--- src/rtl/div4_pkg.sv ---
package div4_pkg;

    // Base-4 quotient digit retired by one stage
    typedef enum logic [1:0] {
        DIG0 = 2'd0,
        DIG1 = 2'd1,
        DIG2 = 2'd2,
        DIG3 = 2'd3
    } digit_e;

    // Thermometer code from three comparators -> digit
    function automatic digit_e pick_digit(input logic ge1, input logic ge2, input logic ge3);
        digit_e d;
        d = DIG0;
        if (ge3)      d = DIG3;
        else if (ge2) d = DIG2;
        else if (ge1) d = DIG1;
        return d;
    endfunction

endpackage

--- src/rtl/div4_mult.sv ---
module div4_mult #(
    parameter int WIDTH = 6
) (
    input  logic [WIDTH-1:0]   divisor_i,
    output logic [WIDTH+1:0]   m1_o,
    output logic [WIDTH+1:0]   m2_o,
    output logic [WIDTH+1:0]   m3_o,
    output logic               zero_o
);
    localparam int RW = WIDTH + 2;

    always_comb begin
        m1_o   = RW'(divisor_i);
        m2_o   = RW'({divisor_i, 1'b0});
        m3_o   = m1_o + m2_o;
        zero_o = (divisor_i == '0);
    end
endmodule

--- src/rtl/div4_stage.sv ---
module div4_stage
    import div4_pkg::*;
#(
    parameter int WIDTH = 6,
    parameter int IDX   = 0
) (
    input  logic               clk_i,
    input  logic               rst_ni,
    input  logic               vld_i,
    input  logic               dz_i,
    input  logic [WIDTH-1:0]   dvd_i,
    input  logic [WIDTH-1:0]   rem_i,
    input  logic [WIDTH-1:0]   quo_i,
    input  logic [WIDTH+1:0]   m1_i,
    input  logic [WIDTH+1:0]   m2_i,
    input  logic [WIDTH+1:0]   m3_i,
    output logic               vld_o,
    output logic               dz_o,
    output logic [WIDTH-1:0]   dvd_o,
    output logic [WIDTH-1:0]   rem_o,
    output logic [WIDTH-1:0]   quo_o,
    output logic [WIDTH+1:0]   m1_o,
    output logic [WIDTH+1:0]   m2_o,
    output logic [WIDTH+1:0]   m3_o
);
    localparam int RW = WIDTH + 2;
    localparam int HI = WIDTH - 1 - 2 * IDX;   // top of this stage's dividend pair

    typedef struct packed {
        logic             vld;
        logic             dz;
        logic [WIDTH-1:0] dvd;
        logic [WIDTH-1:0] rem;
        logic [WIDTH-1:0] quo;
        logic [RW-1:0]    m1;
        logic [RW-1:0]    m2;
        logic [RW-1:0]    m3;
    } stg_t;

    stg_t             st_d, st_q;
    logic [RW-1:0]    shifted_d;
    logic [WIDTH-1:0] sub_d;
    digit_e           dig_d;

    always_comb begin
        shifted_d = {rem_i, dvd_i[HI -: 2]};
        dig_d     = pick_digit(shifted_d >= m1_i, shifted_d >= m2_i, shifted_d >= m3_i);
        unique case (dig_d)
            DIG3:    sub_d = m3_i[WIDTH-1:0];
            DIG2:    sub_d = m2_i[WIDTH-1:0];
            DIG1:    sub_d = m1_i[WIDTH-1:0];
            default: sub_d = '0;
        endcase
        st_d.vld = vld_i;
        st_d.dz  = dz_i;
        st_d.dvd = dvd_i;
        st_d.rem = shifted_d[WIDTH-1:0] - sub_d;
        st_d.quo = {quo_i[WIDTH-3:0], dig_d};
        st_d.m1  = m1_i;
        st_d.m2  = m2_i;
        st_d.m3  = m3_i;
    end

    always_ff @(posedge clk_i or negedge rst_ni) begin
        if (!rst_ni) st_q <= '0;
        else         st_q <= st_d;
    end

    assign vld_o = st_q.vld;
    assign dz_o  = st_q.dz;
    assign dvd_o = st_q.dvd;
    assign rem_o = st_q.rem;
    assign quo_o = st_q.quo;
    assign m1_o  = st_q.m1;
    assign m2_o  = st_q.m2;
    assign m3_o  = st_q.m3;
endmodule

--- src/rtl/div4_top.sv ---
module div4_top #(
    parameter int WIDTH = 6
) (
    input  logic               clk_i,
    input  logic               rst_ni,
    input  logic               in_vld,
    input  logic [WIDTH-1:0]   in_dividend,
    input  logic [WIDTH-1:0]   in_divisor,
    output logic               out_vld,
    output logic [WIDTH-1:0]   out_quotient,
    output logic [WIDTH-1:0]   out_remainder,
    output logic               out_div0
);
    localparam int RW   = WIDTH + 2;
    localparam int NSTG = WIDTH / 2;

    logic             vld_c [NSTG+1];
    logic             dz_c  [NSTG+1];
    logic [WIDTH-1:0] dvd_c [NSTG+1];
    logic [WIDTH-1:0] rem_c [NSTG+1];
    logic [WIDTH-1:0] quo_c [NSTG+1];
    logic [RW-1:0]    m1_c  [NSTG+1];
    logic [RW-1:0]    m2_c  [NSTG+1];
    logic [RW-1:0]    m3_c  [NSTG+1];

    div4_mult #(.WIDTH(WIDTH)) i_mult (
        .divisor_i (in_divisor),
        .m1_o      (m1_c[0]),
        .m2_o      (m2_c[0]),
        .m3_o      (m3_c[0]),
        .zero_o    (dz_c[0])
    );

    assign vld_c[0] = in_vld;
    assign dvd_c[0] = in_dividend;
    assign rem_c[0] = '0;
    assign quo_c[0] = '0;

    for (genvar s = 0; s < NSTG; s++) begin : g_stage
        div4_stage #(.WIDTH(WIDTH), .IDX(s)) i_stage (
            .clk_i  (clk_i),
            .rst_ni (rst_ni),
            .vld_i  (vld_c[s]),
            .dz_i   (dz_c[s]),
            .dvd_i  (dvd_c[s]),
            .rem_i  (rem_c[s]),
            .quo_i  (quo_c[s]),
            .m1_i   (m1_c[s]),
            .m2_i   (m2_c[s]),
            .m3_i   (m3_c[s]),
            .vld_o  (vld_c[s+1]),
            .dz_o   (dz_c[s+1]),
            .dvd_o  (dvd_c[s+1]),
            .rem_o  (rem_c[s+1]),
            .quo_o  (quo_c[s+1]),
            .m1_o   (m1_c[s+1]),
            .m2_o   (m2_c[s+1]),
            .m3_o   (m3_c[s+1])
        );
    end

    always_comb begin
        out_vld       = vld_c[NSTG];
        out_div0      = dz_c[NSTG];
        out_quotient  = dz_c[NSTG] ? '1 : quo_c[NSTG];
        out_remainder = dz_c[NSTG] ? dvd_c[NSTG] : rem_c[NSTG];
    end

    // Multiples of the last stage are not consumed further
    logic unused_m;
    assign unused_m = ^{m1_c[NSTG], m2_c[NSTG], m3_c[NSTG]};
endmodule

--- config.mk ---
export PLATFORM = sky130hd
export DESIGN_NAME = div4_top
export DESIGN_NICKNAME = d
export VERILOG_FILES = /design/src/rtl/div4_pkg.sv /design/src/rtl/div4_mult.sv /design/src/rtl/div4_stage.sv /design/src/rtl/div4_top.sv
export SDC_FILE = /design/constraint.sdc
export NUM_CORES = 1
export LEC_CHECK = 0
export ABC_CLOCK_PERIOD_IN_PS = 4300
export BUFFER_PORTS_ARGS = -buffer_cell sky130_fd_sc_hd__buf_2
export CAP_MARGIN = 20
export CELL_PAD_IN_SITES_DETAIL_PLACEMENT = 1
export CELL_PAD_IN_SITES_GLOBAL_PLACEMENT = 1
export CORE_MARGIN = 2
export CORE_UTILIZATION = 52
export CTS_BUF_LIST = sky130_fd_sc_hd__clkbuf_4
export DETAILED_ROUTE_END_ITERATION = 12
export PLACE_DENSITY_LB_ADDON = 0.1
export SLEW_MARGIN = 20
export SYNTH_ARGS = -nofsm -noshare
export SYNTH_HDL_FRONTEND = slang
export SYNTH_HIERARCHICAL = 1
export SYNTH_SLANG_ARGS = --single-unit
--- constraint.sdc ---
create_clock -name clk_i -period 4.3 [get_ports clk_i]
set_input_delay 0.86 -clock clk_i [delete_from_list [all_inputs] [get_ports clk_i]]
set_output_delay 0.86 -clock clk_i [all_outputs]
set_load 0.05 [all_outputs]
==> out/results.md <==
| Item | Reported | Unit |
|---|---|---|
| Drt initial violations | 125 | - |
| Instance count after placement with tap cells included | 769 | - |
| Worst Setup Slack, final | 137.8 | ps |
| Maximum number of pins on one net before global-route repair | 70 | - |
| Setup TNS | 0 | ps |
| Run status | finished clean | - |
| Detailed-route wire length | 13,800 | um |
| Die extent in y | 110.1 | um |
| Post-Syn Area per Cell | 10.38 | sq um |
| Share of post-route cells with drive strength above 1 | 0.1592 | - |
| Fraction of the cycle the final worst path needs | 0.9680 | - |
| GRT Max-Usage Layer | met2 | - |
| Clock sinks | 102 | - |
| Total leakage power | 3.456 | nW |
| Number of vias per cell | 5.299 | - |
| Final RePlAce weighted congestion | 0.8676 | - |
| Antenna violations before repair | 1 | - |
| DRC viols | 0 | - |
| Global-route wire length before repair | 21,970 | um |
| Clock root buffer | clkbuf_4 | - |
| Maximum clock frequency | 240.3 | MHz |
| Cell area after synthesis | 0.005854 | sq mm |
| Area of the core | 0.01094 | sq mm |
| Measured slew at the worst slew-check pin | 846.3 | ps |
| Critical path data required time | 4670 | ps |
| Layout Area Growth over Synthesis | 12.95 | % |
| Worst setup slack before clock tree synthesis | -547.5 | ps |
| Met3 capacity usage during global routing | 0.04409 | - |
| Count of hold buffers inserted by post-cts repair | 0 | - |
| Met1 demand-to-capacity share in global routing | 0.2664 | - |
| Level count of the clock H-tree | 3 | - |
| Count of input and output buffers | 28 | - |
| Post-Syn Instances | 564 | - |
| Minimum period implied by the final worst setup slack | 4162 | ps |
| Worst clock skew | 30.58 | ps |
| Clock tree from TritonCTS | built | - |
| Cell row count | 38 | - |
| Number of buffers on the longest clock path | 2 | - |
| Crit-path max FO | 5 | - |
| Ports placed on the boundary | 29 | - |
| Post-detailed-route wirelength per cell | 17.52 | um |
| Total placed instance area | 0.006377 | sq mm |
| Via total after detailed routing | 4,176 | - |
| Worst IR drop on VDD | 0.3295 | mV |
| Non-filler cells in the finished layout | 788 | - |
| Power Density | 583.5 | mW/mm^2 |
| Setup-violating endpoint count in the final report | 0 | - |
| Effective utilization at floorplan | 0.5354 | - |
| GRT Resource Usage Total | 0.2459 | - |
| CTS buffer count | 9 | - |
| Detailed placer's ending HPWL | 11,390 | um |
| Area enclosed by the die boundary | 0.01212 | sq mm |
| Die Span X | 110.1 | um |
| Max_cap viols | 0 | - |
| Nets | 758 | - |
| Type of origin of the critical path | input pin | - |
| Number of warning messages in the yosys log | 6 | - |
| Headroom to the max-slew limit | 0.4358 | - |
| Total iterations of the first detailed-routing run | 4 | - |
| Number of routed nets with antenna violations | 0 | - |
| Total non-filler cell area in the finished layout | 0.006613 | sq mm |
| Worst skew pair latency | 470 | ps |
| Final Util | 0.6047 | - |
| Overall Power | 3.858 | mW |
| Global-route congestion overflow total | 0 | - |
| Kind of path behind the tightest hold check | flop to flop | - |
| Via count of the first global-routing pass | 4,511 | - |
| Fraction of met2 tracks used by global routing | 0.4715 | - |
| Worst-case hold slack | 370.1 | ps |
| Worst setup path class | input pin to flop | - |
| Final-report max-slew violation count | 0 | - |
| Critical path capture point type | flop | - |
| Arrival time at the worst endpoint | 4530 | ps |
| Reg clk slew, reported paths | 160 | ps |
| Final hold vios | 0 | - |
==> repair_timing <==
action,in CTS,in global routing
pin swaps,1,8
buffers inserted,0,2
gates resized for setup,0,17
setup endpoints to repair,1,3
==> path summary, 6_finish.rpt <==
kind / startpoint / end / slack (ps) / depth (start not counted)
max: in_divisor[1] / g_stage[0].i_stage/rem_o[5] / 140 / 22
min: g_stage[0].i_stage/quo_o[1] / g_stage[1].i_stage/quo_o[3] / 370 / 0
max reg2reg: g_stage[1].i_stage/rem_o[0] / g_stage[2].i_stage/rem_o[5] / 180 / 15
min reg2reg: g_stage[0].i_stage/quo_o[1] / g_stage[1].i_stage/quo_o[3] / 370 / 0
max in group asynchronous: rst_ni / g_stage[1].i_stage/m3_o[5] / 2860 / 2
min in group asynchronous: rst_ni / g_stage[1].i_stage/dvd_o[5] / 490 / 1
==> power by group <==
| part | total [mW] | switching (mW) | internal (mW) |
|---|---|---|---|
| sequential | 1.28 | 0.128 | 1.15 |
| clock | 0.472 | 0.331 | 0.141 |
| combinational | 2.11 | 1.25 | 0.859 |
==> metal layers <==
metal,vias to the layer above,routed length (um),part of all wire
li1,2018,-,-
met1,2084,5448,0.39
met2,50,7738,0.56
met3,24,262,0.019
met4,0,354,0.026
met5,-,0,0
==> worst max-delay path: stages <==
cell	delay, ps
buf_2	130
ha_2	180
inv_1	50
fa_2	350
nor2b_1	170
o21ai_0	100
nand2b_1	150
xor2_2	180
inv_1	100
ha_4	220
nand2_1	80
nor3_2	50
a21oi_2	230
buf_4	170
a21oi_2	60
ha_1	280
nor2b_1	140
o21a_1	190
o21ai_2	150
a21oi_1	90
a2111oi_2	390
xor2_1	200
==> final cells by class <==
class | instances | area [sq um]
antenna | 1 | 2.502
clock buffer | 10 | 75.07
clock inverter | 6 | 62.56
fill | 1253 | 4323
inverter | 98 | 367.9
multi-input combinational | 367 | 2964
sequential | 102 | 2552
tap | 140 | 175.2
timing repair buffer | 64 | 412.9
==> sequential cells by signal (all words and copies together), names as in the netlist <==
| register | count |
|---|---|
| g_stage.i_stage/m3_o | 16 |
| g_stage.i_stage/rem_o | 18 |
| g_stage.i_stage/vld_o | 3 |
| g_stage.i_stage/dvd_o | 18 |
| g_stage.i_stage/m1_o | 16 |
| g_stage.i_stage/dz_o | 3 |
| g_stage.i_stage/m2_o | 16 |
| g_stage.i_stage/quo_o | 12 |
==> layout by cell type (no fill, tap or decap), types with 3 or more instances in the layout <==
| cell | count |
|---|---|
| buf_2 | 27 |
| nor3_1 | 8 |
| a21oi_2 | 3 |
| clkbuf_4 | 10 |
| nor2_1 | 26 |
| a21o_1 | 11 |
| inv_1 | 98 |
| ha_4 | 3 |
| nor2b_1 | 7 |
| nand3_1 | 6 |
| o31a_1 | 3 |
| or3_1 | 6 |
| buf_4 | 37 |
| o21ai_0 | 24 |
| conb_1 | 26 |
| nand2b_1 | 7 |
| a21oi_1 | 41 |
| mux2_4 | 4 |
| nand2_1 | 14 |
| fa_1 | 3 |
| or4_1 | 6 |
| a31oi_1 | 3 |
| a22o_1 | 12 |
| ha_1 | 92 |
| xnor2_1 | 8 |
| xor2_1 | 6 |
| o21a_1 | 9 |
| dfrtp_1 | 102 |
| a22oi_1 | 3 |
| a211oi_1 | 3 |
| nor3b_1 | 3 |
| or2_1 | 6 |
| nor4_1 | 3 |
| nor4b_1 | 3 |
Note: power is estimated with default switching activity, not from simulation.
